<file path="src/rtl/sdcmd_pkg.sv">
package sdcmd_pkg;

  localparam int CMD_BITS   = 48;
  localparam int SHORT_BITS = 48;
  localparam int LONG_BITS  = 136;
  localparam int KEEP_BITS  = 128;

  typedef enum logic [2:0] {
    S_IDLE,
    S_PEND,
    S_SEND,
    S_WAIT,
    S_RECV
  } sdcmd_state_e;

  // Field order follows the bit positions of the control word (bit 10 down to 0).
  typedef struct packed {
    logic       en;
    logic       pend;
    logic       intr;
    logic       lng;
    logic       rsp;
    logic [5:0] idx;
  } sdcmd_ctrl_t;

  // One serial step of the CRC7 register, generator x^7 + x^3 + 1.
  function automatic logic [6:0] crc7_step(input logic [6:0] c, input logic b);
    logic fb;
    fb = b ^ c[6];
    return {c[5:0], 1'b0} ^ (fb ? 7'h09 : 7'h00);
  endfunction

  function automatic logic [6:0] crc7_40(input logic [39:0] m);
    logic [6:0] c;
    c = '0;
    for (int i = 39; i >= 0; i--) c = crc7_step(c, m[i]);
    return c;
  endfunction

  function automatic logic [6:0] crc7_120(input logic [119:0] m);
    logic [6:0] c;
    c = '0;
    for (int i = 119; i >= 0; i--) c = crc7_step(c, m[i]);
    return c;
  endfunction

  function automatic logic [CMD_BITS-1:0] cmd_frame(input logic [5:0] idx, input logic [31:0] arg);
    return {2'b01, idx, arg, crc7_40({2'b01, idx, arg}), 1'b1};
  endfunction

endpackage

</file>
<file path="src/rtl/sdcmd_lockout.sv">
module sdcmd_lockout #(
  parameter int LOCK_CYCLES = 5
) (
  input  logic clk,
  input  logic rst_n,
  input  logic accept,
  output logic busy
);
  localparam int CW = $clog2(LOCK_CYCLES + 1);

  logic [CW-1:0] cnt;

  always_ff @(posedge clk or negedge rst_n) begin
    if (!rst_n)             cnt <= '0;
    else if (accept)        cnt <= CW'(LOCK_CYCLES);
    else if (cnt != '0)     cnt <= cnt - 1'b1;
  end

  assign busy = (cnt != '0);

  // an accepted write always opens the lockout window
  a_r10_lock_opens: assert property (@(posedge clk) disable iff (!rst_n)
    accept |=> busy);

endmodule

</file>
<file path="src/rtl/sdcmd_tx.sv">
module sdcmd_tx
  import sdcmd_pkg::*;
(
  input  logic        clk,
  input  logic        rst_n,
  input  logic        load,
  input  logic [5:0]  idx,
  input  logic [31:0] arg,
  input  logic        shift,
  output logic        bit_out
);
  logic [CMD_BITS-1:0] sr;

  always_ff @(posedge clk or negedge rst_n) begin
    if (!rst_n)     sr <= '1;
    else if (load)  sr <= cmd_frame(idx, arg);
    else if (shift) sr <= {sr[CMD_BITS-2:0], 1'b1};
  end

  assign bit_out = sr[CMD_BITS-1];

endmodule

</file>
<file path="src/rtl/sdcmd_rx.sv">
module sdcmd_rx
  import sdcmd_pkg::*;
(
  input  logic        clk,
  input  logic        rst_n,
  input  logic        capture,
  input  logic        first,
  input  logic        lng,
  input  logic        bit_in,
  output logic        last,
  output logic        crc_ok,
  output logic [5:0]  resp_index,
  output logic [31:0] w0,
  output logic [31:0] w1,
  output logic [31:0] w2,
  output logic [31:0] w3
);
  localparam int CW = $clog2(LONG_BITS + 1);

  logic [KEEP_BITS-2:0] sr;
  logic [KEEP_BITS-1:0] nxt;
  logic [CW-1:0]        cnt;
  logic [CW-1:0]        len_m1;

  assign nxt    = {sr, bit_in};
  assign len_m1 = lng ? CW'(LONG_BITS - 1) : CW'(SHORT_BITS - 1);
  assign last   = capture && !first && (cnt == len_m1);

  always_comb begin
    if (lng) crc_ok = (crc7_120(nxt[127:8]) == nxt[7:1]) && nxt[0];
    else     crc_ok = (crc7_40(nxt[47:8]) == nxt[7:1]) && nxt[0] && (nxt[47:46] == 2'b00);
  end

  always_ff @(posedge clk or negedge rst_n) begin
    if (!rst_n) begin
      sr <= '1;
      cnt <= '0;
      resp_index <= '0;
      w0 <= '0;
      w1 <= '0;
      w2 <= '0;
      w3 <= '0;
    end else if (capture) begin
      sr  <= nxt[KEEP_BITS-2:0];
      cnt <= first ? CW'(1) : cnt + 1'b1;
      if (last) begin
        cnt <= '0;
        if (lng) begin
          resp_index <= 6'h3F;
          w0 <= nxt[127:96];
          w1 <= nxt[95:64];
          w2 <= nxt[63:32];
          w3 <= {nxt[31:1], 1'b0};
        end else begin
          resp_index <= nxt[45:40];
          w0 <= nxt[39:8];
          w1 <= '0;
          w2 <= '0;
          w3 <= '0;
        end
      end
    end
  end

  // a long reply always reports the all-ones index
  a_r5_long_index: assert property (@(posedge clk) disable iff (!rst_n)
    (last && lng) |=> (resp_index == 6'h3F));

  // a short reply leaves only the first word populated
  a_r4_short_upper_clear: assert property (@(posedge clk) disable iff (!rst_n)
    (last && !lng) |=> (w1 == '0 && w2 == '0 && w3 == '0));

endmodule

</file>
<file path="src/rtl/sdcmd_path.sv">
module sdcmd_path
  import sdcmd_pkg::*;
#(
  parameter int TMO_CYCLES     = 64,
  parameter int LOCK_CARD_CLKS = 3,
  parameter int LOCK_BUS_CLKS  = 2
) (
  input  logic        clk,
  input  logic        rst_n,
  input  logic        cfg_we,
  input  logic [10:0] cfg_ctrl,
  input  logic [31:0] cfg_arg,
  input  logic        pend_go,
  input  logic        irq_req,
  input  logic        cmd_in,
  output logic        cmd_out,
  output logic        cmd_oe,
  output logic        wr_busy,
  output logic        cmd_active,
  output logic        st_sent,
  output logic        st_resp_end,
  output logic        st_crc_fail,
  output logic        st_timeout,
  output logic [5:0]  resp_index,
  output logic [31:0] resp_w0,
  output logic [31:0] resp_w1,
  output logic [31:0] resp_w2,
  output logic [31:0] resp_w3
);
  localparam int LOCK_CYCLES = LOCK_CARD_CLKS + LOCK_BUS_CLKS;
  localparam int TW = $clog2(TMO_CYCLES + 1);
  localparam int BW = $clog2(CMD_BITS);

  sdcmd_state_e state;
  sdcmd_ctrl_t  wr_ctrl;
  logic         rsp_q, lng_q, intr_q;
  logic [BW-1:0] bcnt;
  logic [TW-1:0] tmr;

  // Named internal events
  logic accept, launch, send_done, tx_bit;
  logic rx_first, rx_capture, rx_last, rx_crc_ok;
  logic tmo_hit, irq_exit;

  assign wr_ctrl    = cfg_ctrl;
  assign cmd_active = (state != S_IDLE);
  assign accept     = cfg_we && !wr_busy && !cmd_active;
  assign launch     = accept && wr_ctrl.en;
  assign send_done  = (state == S_SEND) && (bcnt == BW'(CMD_BITS - 1));
  assign rx_first   = (state == S_WAIT) && !cmd_in;
  assign rx_capture = rx_first || (state == S_RECV);
  assign tmo_hit    = (state == S_WAIT) && cmd_in && !intr_q && (tmr == TW'(TMO_CYCLES - 1));
  assign irq_exit   = (state == S_WAIT) && cmd_in && intr_q && irq_req;

  sdcmd_lockout #(.LOCK_CYCLES(LOCK_CYCLES)) u_lock (
    .clk(clk), .rst_n(rst_n), .accept(accept), .busy(wr_busy)
  );

  sdcmd_tx u_tx (
    .clk(clk), .rst_n(rst_n), .load(accept), .idx(wr_ctrl.idx), .arg(cfg_arg),
    .shift(state == S_SEND), .bit_out(tx_bit)
  );

  sdcmd_rx u_rx (
    .clk(clk), .rst_n(rst_n), .capture(rx_capture), .first(rx_first), .lng(lng_q),
    .bit_in(cmd_in), .last(rx_last), .crc_ok(rx_crc_ok), .resp_index(resp_index),
    .w0(resp_w0), .w1(resp_w1), .w2(resp_w2), .w3(resp_w3)
  );

  assign cmd_oe  = (state == S_SEND);
  assign cmd_out = cmd_oe ? tx_bit : 1'b1;

  always_ff @(posedge clk or negedge rst_n) begin
    if (!rst_n) begin
      state  <= S_IDLE;
      bcnt   <= '0;
      tmr    <= '0;
      rsp_q  <= 1'b0;
      lng_q  <= 1'b0;
      intr_q <= 1'b0;
    end else begin
      if (accept) begin
        rsp_q  <= wr_ctrl.rsp;
        lng_q  <= wr_ctrl.lng;
        intr_q <= wr_ctrl.intr;
      end
      case (state)
        S_IDLE: if (launch) begin
          state <= wr_ctrl.pend ? S_PEND : S_SEND;
          bcnt  <= '0;
        end
        S_PEND: if (pend_go) state <= S_SEND;
        S_SEND: begin
          bcnt <= bcnt + 1'b1;
          if (send_done) begin
            bcnt  <= '0;
            tmr   <= '0;
            state <= rsp_q ? S_WAIT : S_IDLE;
          end
        end
        S_WAIT: begin
          if (rx_first)                 state <= S_RECV;
          else if (tmo_hit || irq_exit) state <= S_IDLE;
          else if (!intr_q)             tmr <= tmr + 1'b1;
        end
        S_RECV: if (rx_last) state <= S_IDLE;
        default: state <= S_IDLE;
      endcase
    end
  end

  always_ff @(posedge clk or negedge rst_n) begin
    if (!rst_n) begin
      st_sent     <= 1'b0;
      st_resp_end <= 1'b0;
      st_crc_fail <= 1'b0;
      st_timeout  <= 1'b0;
    end else if (accept) begin
      st_sent     <= 1'b0;
      st_resp_end <= 1'b0;
      st_crc_fail <= 1'b0;
      st_timeout  <= 1'b0;
    end else begin
      if (send_done && !rsp_q)  st_sent     <= 1'b1;
      if (tmo_hit)              st_timeout  <= 1'b1;
      if (rx_last && rx_crc_ok) st_resp_end <= 1'b1;
      if (rx_last && !rx_crc_ok) st_crc_fail <= 1'b1;
    end
  end

  // the drive window closes only after the final frame bit
  a_r2_frame_span: assert property (@(posedge clk) disable iff (!rst_n)
    $fell(cmd_oe) |-> ($past(bcnt) == BW'(CMD_BITS - 1)));

  // no reply expected means idle right after the frame
  a_r3_no_wait: assert property (@(posedge clk) disable iff (!rst_n)
    (send_done && !rsp_q) |=> !cmd_active);

  // at most one completion flag at a time
  a_r6_flags_exclusive: assert property (@(posedge clk) disable iff (!rst_n)
    $onehot0({st_sent, st_resp_end, st_crc_fail, st_timeout}));

  // a timeout only comes from a timed wait
  a_r7_timeout_source: assert property (@(posedge clk) disable iff (!rst_n)
    $rose(st_timeout) |-> ($past(state) == S_WAIT && !$past(intr_q)));

  // held command stays off the line until released
  a_r9_pend_quiet: assert property (@(posedge clk) disable iff (!rst_n)
    (state == S_PEND && !pend_go) |=> !cmd_oe);

  // a write during lockout cannot start an exchange
  a_r10_locked_write: assert property (@(posedge clk) disable iff (!rst_n)
    (cfg_we && wr_busy && !cmd_active) |=> !cmd_active);

  // a write during an exchange leaves the mode latches untouched
  a_r11_active_write: assert property (@(posedge clk) disable iff (!rst_n)
    (cfg_we && cmd_active) |=> ($stable(rsp_q) && $stable(lng_q) && $stable(intr_q)));

endmodule

</file>
<file path="config.mk">
export PLATFORM = sky130hd
export DESIGN_NAME = sdcmd_path
export DESIGN_NICKNAME = d
export VERILOG_FILES = /design/src/rtl/sdcmd_pkg.sv /design/src/rtl/sdcmd_lockout.sv /design/src/rtl/sdcmd_tx.sv /design/src/rtl/sdcmd_rx.sv /design/src/rtl/sdcmd_path.sv
export SDC_FILE = /design/constraint.sdc
export NUM_CORES = 1
export LEC_CHECK = 0
export BUFFER_PORTS_ARGS = -buffer_cell sky130_fd_sc_hd__clkbuf_2
export CORE_UTILIZATION = 60
export DETAILED_ROUTE_END_ITERATION = 7
export GPL_TIMING_DRIVEN = 0
export MAX_ROUTING_LAYER = met4
export PLACE_DENSITY = 0.88
export REMOVE_ABC_BUFFERS = 1
export SYNTH_ARGS = -nofsm -noshare
export SYNTH_HDL_FRONTEND = slang
export SYNTH_SLANG_ARGS = --single-unit
</file>
<file path="constraint.sdc">
create_clock -name clk -period 8 [get_ports clk]
set_input_delay 1.2 -clock clk [delete_from_list [all_inputs] [get_ports clk]]
set_output_delay 1.2 -clock clk [all_outputs]
set_load 0.01 [all_outputs]
</file>
==> results of run 1 <==
## sequential cells by signal, summed over array words and instances, names as in the netlist, 3 cells and up
register         cells
u_rx.w0             32
tmr                  7
u_rx.sr            127
u_tx.sr             47
state                3
bcnt                 6
u_rx.w2             32
u_rx.resp_index      6
u_rx.cnt             8
u_rx.w1             32
u_rx.w3             31
u_lock.cnt           3
## final cells by class
cell class | instances | share of cell area
clock buffer | 52 | 0.0502
timing repair buffer | 203 | 0.0599
tap | 390 | 0.0230
multi-input combinational | 1211 | 0.440
inverter | 8 | 0.00142
clock inverter | 15 | 0.0116
sequential | 341 | 0.414
## synthesized netlist by cell type, types with 3 or more instances
cell type	count
xor3_1	3
xnor2_1	218
or3_1	5
a21oi_1	14
nand4_1	4
buf_1	9
a22oi_1	39
or2_2	3
inv_1	7
and2_1	3
dfstp_2	174
mux2i_1	42
and3_1	6
mux2_2	129
dfrtp_1	167
nor3_1	7
nand2b_1	5
xnor3_1	52
xnor3_2	14
a211oi_1	3
ha_1	5
o21ai_0	172
xnor2_2	5
nand2_1	336
nor2_1	40
xor2_1	71
nand3_1	6
clkbuf_1	76
## metrics by stage
stage	setup TNS [ns]	cells	instance area (sq um)	hold WS (ns)
floorplan	-532.67	1560	18100	0.439
global placement	-1653.99	2139	19500	0.445
detailed placement	0	2153	19900	0.450
CTS	0	2220	21200	0.461
global route	0	2220	21200	0.475
finish	0	2220	21200	0.460
## how the worst max path moves through the flow
stage / from / endpoint / slack, ns / cells after the start
floorplan: lng_q / u_rx.cnt[3] / -4.44 / 6
global placement: lng_q / u_rx.cnt[4] / -9.60 / 6
detailed placement: u_rx.sr[117] / st_crc_fail / 1.68 / 16
CTS: u_rx.sr[117] / st_crc_fail / 1.63 / 16
global route: u_rx.sr[117] / st_crc_fail / 1.47 / 16
finish: u_rx.sr[117] / st_crc_fail / 1.64 / 16
## power by group through the flow
stage	Clock, mW	Sequential [mW]	Combinational (mW)
6_report	1.82	1.78	1.11
5_1_grt	1.92	1.78	1.20
4_1_cts	1.85	1.78	1.11
3_5_place_dp	0	1.81	1.09
3_3_place_gp	0	1.81	1.06
2_1_floorplan	0	1.80	0.904
## routing by layer
layer	track usage	share of wire	wire, um	vias up
li1	-	-	-	5852
met3	0.0483	0.054	2200	72
met4	0.0758	0.022	905	0
met2	0.472	0.51	21100	372
met1	0.348	0.41	16900	6336
met5	-	0	0	-
## critical path, stage by stage, from the launching register on
cell,delay [ns]
dfstp_2,0.59
xnor3_1,0.43
xor2_1,0.32
xnor3_1,0.58
xnor3_1,0.58
xnor3_1,0.42
xnor3_1,0.43
xnor2_1,0.31
xnor3_1,0.47
xnor3_2,0.26
xnor3_1,0.40
xnor3_1,0.39
mux2i_1,0.16
nand3_1,0.10
o41ai_2,0.46
nor2_1,0.11
o22a_1,0.22
## logic make-up (layout without fill, tap and decap cells)
family	Yosys count	after routing	synth area share
multiplexers	171	171	0.102
adder cells (fa/ha/maj)	5	5	0.00340
other	1	1	0.000204
XOR/XNOR	366	366	0.232
flip-flops	341	341	0.475
AND/OR/NAND/NOR	427	427	0.0941
buffers and inverters	97	278	0.0203
AO/OA/AOI/OAI	241	241	0.0736
## placed cells by master (no fill, tap or decap), types with 4 or more instances in the layout
| cell | instances |
|---|---|
| a21oi_1 | 14 |
| a22oi_1 | 39 |
| and3_1 | 6 |
| buf_12 | 8 |
| buf_16 | 5 |
| bufinv_16 | 6 |
| clkbuf_1 | 8 |
| clkbuf_16 | 38 |
| clkbuf_2 | 188 |
| clkbuf_8 | 7 |
| clkinv_2 | 5 |
| dfrtp_1 | 166 |
| dfstp_2 | 174 |
| ha_1 | 5 |
| inv_1 | 7 |
| mux2_2 | 129 |
| mux2i_1 | 42 |
| nand2_1 | 336 |
| nand2b_1 | 5 |
| nand3_1 | 6 |
| nand4_1 | 4 |
| nor2_1 | 37 |
| nor3_1 | 7 |
| o21ai_0 | 172 |
| or3_1 | 5 |
| xnor2_1 | 218 |
| xnor2_2 | 5 |
| xnor3_1 | 52 |
| xnor3_2 | 14 |
| xor2_1 | 71 |
==> metrics.md, run 1 <==
| Metric | Value |
|---|---|
| Maximum vdd ir drop | `0.000173 V` |
| CTS H-tree lvls | `2` |
| Slew @ Worst Pin | `0.970 ns` |
| Layout Nets | `approximately 1900` |
| Combinational share of power | `0.235` |
| Crit Path Category | `flip-flop to flip-flop` |
| WHS Path Cells | `2` |
| Power per cell area | `223 nW/um^2` |
| Clock Latency Late Sink | `0.53 ns` |
| DP HPWL | `28.6 mm` |
| Overflow after GRT | `0` |
| Max_cap viols | `0` |
| Seq pwr share | `0.378` |
| Post-cts sizing count | `0` |
| Max Slew Vio Count | `0` |
| Die area | `31400 sq um` |
| GRT Resource Usage Total | `0.280` |
| #FFs+latches synth | `341` |
| Share of cells above drive strength 1 | `0.327` |
| Type of the worst min-delay path | `flip-flop to flip-flop` |
| # setup viols final | `0` |
| Clock buffer count from CTS | `37` |
| Final worst setup slack | `roughly 1.6 ns` |
| Hold Vio Cnt, Final | `0` |
| Crit path arrival time | `6.76 ns` |
| Wire per inst | `18.5 um` |
| Area of the multi-input gates | `9320 sq um` |
| Warnings from Yosys | `0` |
| Synth top area share | `0.248` |
| Row count | `63` |
| Residual DRC count | `0` |
| Drt via density | `5.69` |
| Area growth, synth to finish | `15.0%` |
| Unrepaired setup endpoints after global routing | `no` |
| Setup WS pre-CTS | `1.68 ns` |
| Core ar. | `30000 sq um` |
| Worst r2r src | `u_rx.sr[117]` |
| Cell Int Power | `~3.4 mW` |
| Filler Cell Count | `between 2000 and 2500` |
| Top_reg_cell synth | `dfstp_2` |
| Post-synth EDFFs | `0` |
| Slew HR | `0.352` |
| Cell taking the most area after synthesis | `dfstp_2` |
| Vias in the first global route | `around 13000` |
| Die W | `177 um` |
| Cts hold-fix bufs | `0` |
| Ys async rst share | `1.00` |
| Initial drt markers | `between 800 and 900` |
| Synthesized cell area | `18400 sq um` |
| Worst Skew | `0.0231 ns` |
| Final ANT Viol Nets | `0` |
| Clock power frac | `0.387` |
| CP required | `8.40 ns` |
| Clk sinks | `roughly 340` |
| Switching fraction of total power | `0.271` |
| DRT Pass-1 Iters | `5` |
| Critical R2R Capture | `st_crc_fail` |
| # diodes | `0` |
| Worst Hold Launch | `u_tx.sr[9]` |
| Leak pwr | `approximately 9.4 nW` |
| Vias | `around 13000` |
| Post CTS Setup Buffer Count | `0` |
| CTS tree | `yes` |
| Top cells by area, synth | `dfstp_2 (25%), dfrtp_1 (23%), xnor2_1 (10%)` |
| Longest Clk Path Bufs | `3` |
| Initial Util | `0.615` |
| Clock Pin Slew Worst Setup and Hold Paths | `roughly 0.06 ns` |
| Cell variety after synth | `53` |
| FMAX | `157 MHz` |
| Slack of the worst reg-to-reg path | `around 1.6 ns` |
| Crit start category | `flip-flop` |
| Critical Path Sink Type | `flip-flop` |
| Root Driver | `clkbuf_16` |
| Status | `finished clean` |
| Register area | `8750 sq um` |
| Fin crit share | `0.795` |
| Die Ht | `177 um` |
| Port Buffer Count | `189` |
| Max FO, Critical Path | `5` |
| Post-Route WL | `41.1 mm` |
| Hold endpoint | `u_tx.sr[9]` |
| Initial antenna violation count | `0` |
| First-pass GRT wire length | `67.6 mm` |
| Synth Instances | `1649` |
| Ports | `191` |
| Sequential area share after synthesis | `0.475` |
| Tmin final | `6.36 ns` |
| Worst R2R Path Depth | `16` |
| Syn avg cell area | `11.2 sq um` |
| NetSw | `1.28 mW` |
| Finished Core Util | `0.707` |
| Largest net degree at the start of global routing | `119` |
| Power Total | `4.71 mW` |
| Routability cong. | `roughly 0.94` |
(Power assumes the default switching activity.)
==> inputs of run 2 (changes only) <==
ABC_AREA = 1   (was unset)
CORE_UTILIZATION = 55   (was 60)
PLACE_DENSITY = 0.85   (was 0.88)
clock period = 5.6 ns   (was 8 ns; I/O delays follow)
==> metrics.md, run 2 <==
| Metric | Value |
|---|---|
| Ys async rst share | `1.00 (unchanged)` |
| Most flops, register | `u_rx.sr` |
| Root Driver | `clkbuf_16` |
| Post-synth top cells | `nand2_1 (808), nand3_1 (270), inv_1 (250)` |
| Port Buffer Count | `189 (unchanged)` |
| Register area | `8750 sq um (about the same)` |
| Slew @ Worst Pin | `0.900 ns (-0.0706 ns)` |
| Top_reg_cell synth | `dfstp_2` |
| Area growth, synth to finish | `27.3%` |
| Slowest CP cell | `dfstp_2` |
| # diodes | `0 (unchanged)` |
| Vias in the first global route | `17800 (+39%)` |
| Die Ht | `194 um (+9.6%)` |
| Filler Cell Count | `2569 (+27%)` |
| Slew HR | `0.399 (+0.0466)` |
| Critical Path Sink Type | `flip-flop` |
| Residual DRC count | `0 (unchanged)` |
| Type of the worst min-delay path | `input port to asynchronous set/reset pin` |
| Cell taking the most area after synthesis | `dfstp_2` |
| DP HPWL | `38.5 mm (+35%)` |
| Largest register FFs | `127 (unchanged)` |
| Overflow after GRT | `0 (unchanged)` |
| Row count | `70 (+11%)` |
| Largest net degree at the start of global routing | `116 (-2.5%)` |
| Longest Clk Path Bufs | `3 (unchanged)` |
| Initial Util | `0.557 (-0.0582)` |
| Sequential area share after synthesis | `0.430 (-0.0447)` |
| Max FO, Critical Path | `6 (+1)` |
| Layout Nets | `2880 (+55%)` |
| First-pass GRT wire length | `88.8 mm (+31%)` |
| Warnings from Yosys | `0 (unchanged)` |
| Crit Path Category | `flip-flop to flip-flop` |
| GR peak layer | `met2` |
| Clk sinks | `341 (unchanged)` |
| Wire per inst | `17.6 um (-4.8%)` |
| # setup viols final | `2 (+2)` |
| Synth Instances | `2647 (+61%)` |
| Post-synth EDFFs | `0 (unchanged)` |
| Crit start category | `flip-flop` |
| Share of cells above drive strength 1 | `0.388 (+0.0603)` |
| Met3 Resource Use GR | `0.0506 (+0.00229)` |
| Die W | `194 um (+9.6%)` |
| Most common cell after layout, fill and taps aside | `nand2_1` |
| CP peak stage delay | `0.66 ns (+0.07 ns)` |
| Max Slew Vio Count | `0 (unchanged)` |
| Hold Vio Cnt, Final | `0 (unchanged)` |
| Final ANT Viol Nets | `0 (unchanged)` |
| Routing usage on met1 | `0.374 (+0.0256)` |
| Post-Route WL | `58.6 mm (+43%)` |
| Most frequent cell after synthesis | `nand2_1` |
| Worst Skew | `0.0258 ns (+0.00268 ns)` |
| Synthesized cell area | `20300 sq um (+10%)` |
| Setup WS pre-CTS | `-1.64 ns (-3.32 ns)` |
| Routability cong. | `0.954 (+1.7%)` |
| Area of the multi-input gates | `12500 sq um (+34%)` |
| Clock Pin Slew Worst Setup and Hold Paths | `0.06 ns (about the same)` |
| GRT Resource Usage Total | `0.296 (+0.0157)` |
| Core ar. | `36500 sq um (+22%)` |
| CTS H-tree lvls | `2 (unchanged)` |
| CP required | `6.09 ns (-2.31 ns)` |
| Failing checks | `negative setup slack` |
| Die area | `37700 sq um (+20%)` |
| Met2 usage | `0.483 (+0.0111)` |
| Clock buffer count from CTS | `38 (+2.7%)` |
| Drt via density | `5.73 (+0.70%)` |
| Top cell by count, worst path | `nand2_2` |
| Synth top area share | `0.225 (-0.0234)` |
| DRT Pass-1 Iters | `6 (+1)` |
| Tmin final | `7.36 ns (+0.995 ns)` |
| Top cells by area, synth | `dfstp_2 (22%), dfrtp_1 (21%), nand2_1 (15%)` |
| Vias | `19000 (+51%)` |
| #FFs+latches synth | `341 (unchanged)` |
| Unrepaired setup endpoints after global routing | `yes` |
| Clock Latency Late Sink | `0.58 ns (+0.05 ns)` |
| Ports | `191 (unchanged)` |
| Max_cap viols | `0 (unchanged)` |
| Syn avg cell area | `7.68 sq um (-31%)` |
| Fin crit share | `1.31 (+0.519)` |
| Crit path arrival time | `7.85 ns (+1.09 ns)` |
| Final Instance Count excl. Fillers | `3324 (+50%)` |
| Most frequent cells in the layout | `nand2_1 (562), nand2_2 (237), inv_1 (236), o21ai_0 (232), clkbuf_2 (188)` |
| CTS tree | `yes` |
| Final worst setup slack | `-1.76 ns (-3.40 ns)` |
| Largest registers | `u_rx.sr (127), u_tx.sr (47)` |
| Dpl cells | `3224 (+50%)` |
| Status | `complete, but fails checks` |
| Initial drt markers | `1645 (+100%)` |
| Cell variety after synth | `42 (-21%)` |
| Initial antenna violation count | `0 (unchanged)` |
| FMAX | `136 MHz (-14%)` |
## run 2: cell count changes after synthesis, sizes merged, moves of 94 or more
cell | before | now
inv | 8 | 302
mux2 | 129 | 0
xnor2 | 223 | 57
nand3 | 6 | 302
nand2 | 336 | 976
o31ai | 2 | 96
## run 2: layout make-up
cell class | count | share of cell area
timing repair buffer | 230 | 0.0579
clock inverter | 17 | 0.00909
inverter | 303 | 0.0457
tap | 468 | 0.0226
clock buffer | 53 | 0.0424
multi-input combinational | 1912 | 0.484
sequential | 341 | 0.338
## run 2: through the flow
step	util	cell area, sq um	hold WS, ns	setup TNS, ns
after floorplan	-	20000	0.444	-428.01
after global routing	0.709	25900	0.168	-4.37
after global placement	0.589	21500	0.454	-1996.11
final	0.709	25900	0.162	-3.51
after CTS	0.657	24000	0.160	-2.56
after detailed placement	0.597	21800	0.457	-3.25
## run 2: logic make-up (layout without fill, tap and decap cells)
kind of cell             after synthesis  in the layout  synth area share
AO/OA/AOI/OAI                        408            408             0.120
adder cells (fa/ha/maj)                5              5           0.00308
other                                  1              1          0.000184
AND/OR/NAND/NOR                     1343           1343             0.306
flip-flops                           341            341             0.430
buffers and inverters                394            603            0.0737
XOR/XNOR                             155            155            0.0668
## run 2: final timing paths
path,from,depth (start not counted),slack (ns),end
min in group clk,u_tx.sr[45],2,0.47,u_tx.sr[45]
min reg2reg,u_tx.sr[45],2,0.47,u_tx.sr[45]
max in group asynchronous,rst_n,3,4.13,u_rx.sr[56]
max,u_rx.sr[123],68,-1.76,st_resp_end
min,rst_n,1,0.16,u_rx.w1[30]
max reg2reg,u_rx.sr[123],68,-1.76,st_resp_end
## run 2: timing repair
| action | 4_1_cts | 5_1_grt |
|---|---|---|
| hold buffers | 0 | 0 |
| buffers inserted | 11 | 18 |
| pin swaps | 77 | 184 |
| gates resized for setup | 196 | 414 |
| setup endpoints to repair | 2 | 2 |
## run 2: layer usage
metal,vias to the layer above,routed length (um)
met5,-,0
met4,0,2080
met3,181,3740
met2,719,29200
met1,9194,23600
li1,8952,-
## run 2: critical path: cells and delay by family, from the launching register on
family          cells  cell delay (ns)
flops               1             0.66
simple gates       59             5.81
xor+xnor            1             0.15
buf+inv             7             0.61
compound gates      1             0.06
Power of run 2 is not shown: default switching activity piles up to over one toggle a cycle in this logic, so the estimate is an artifact.
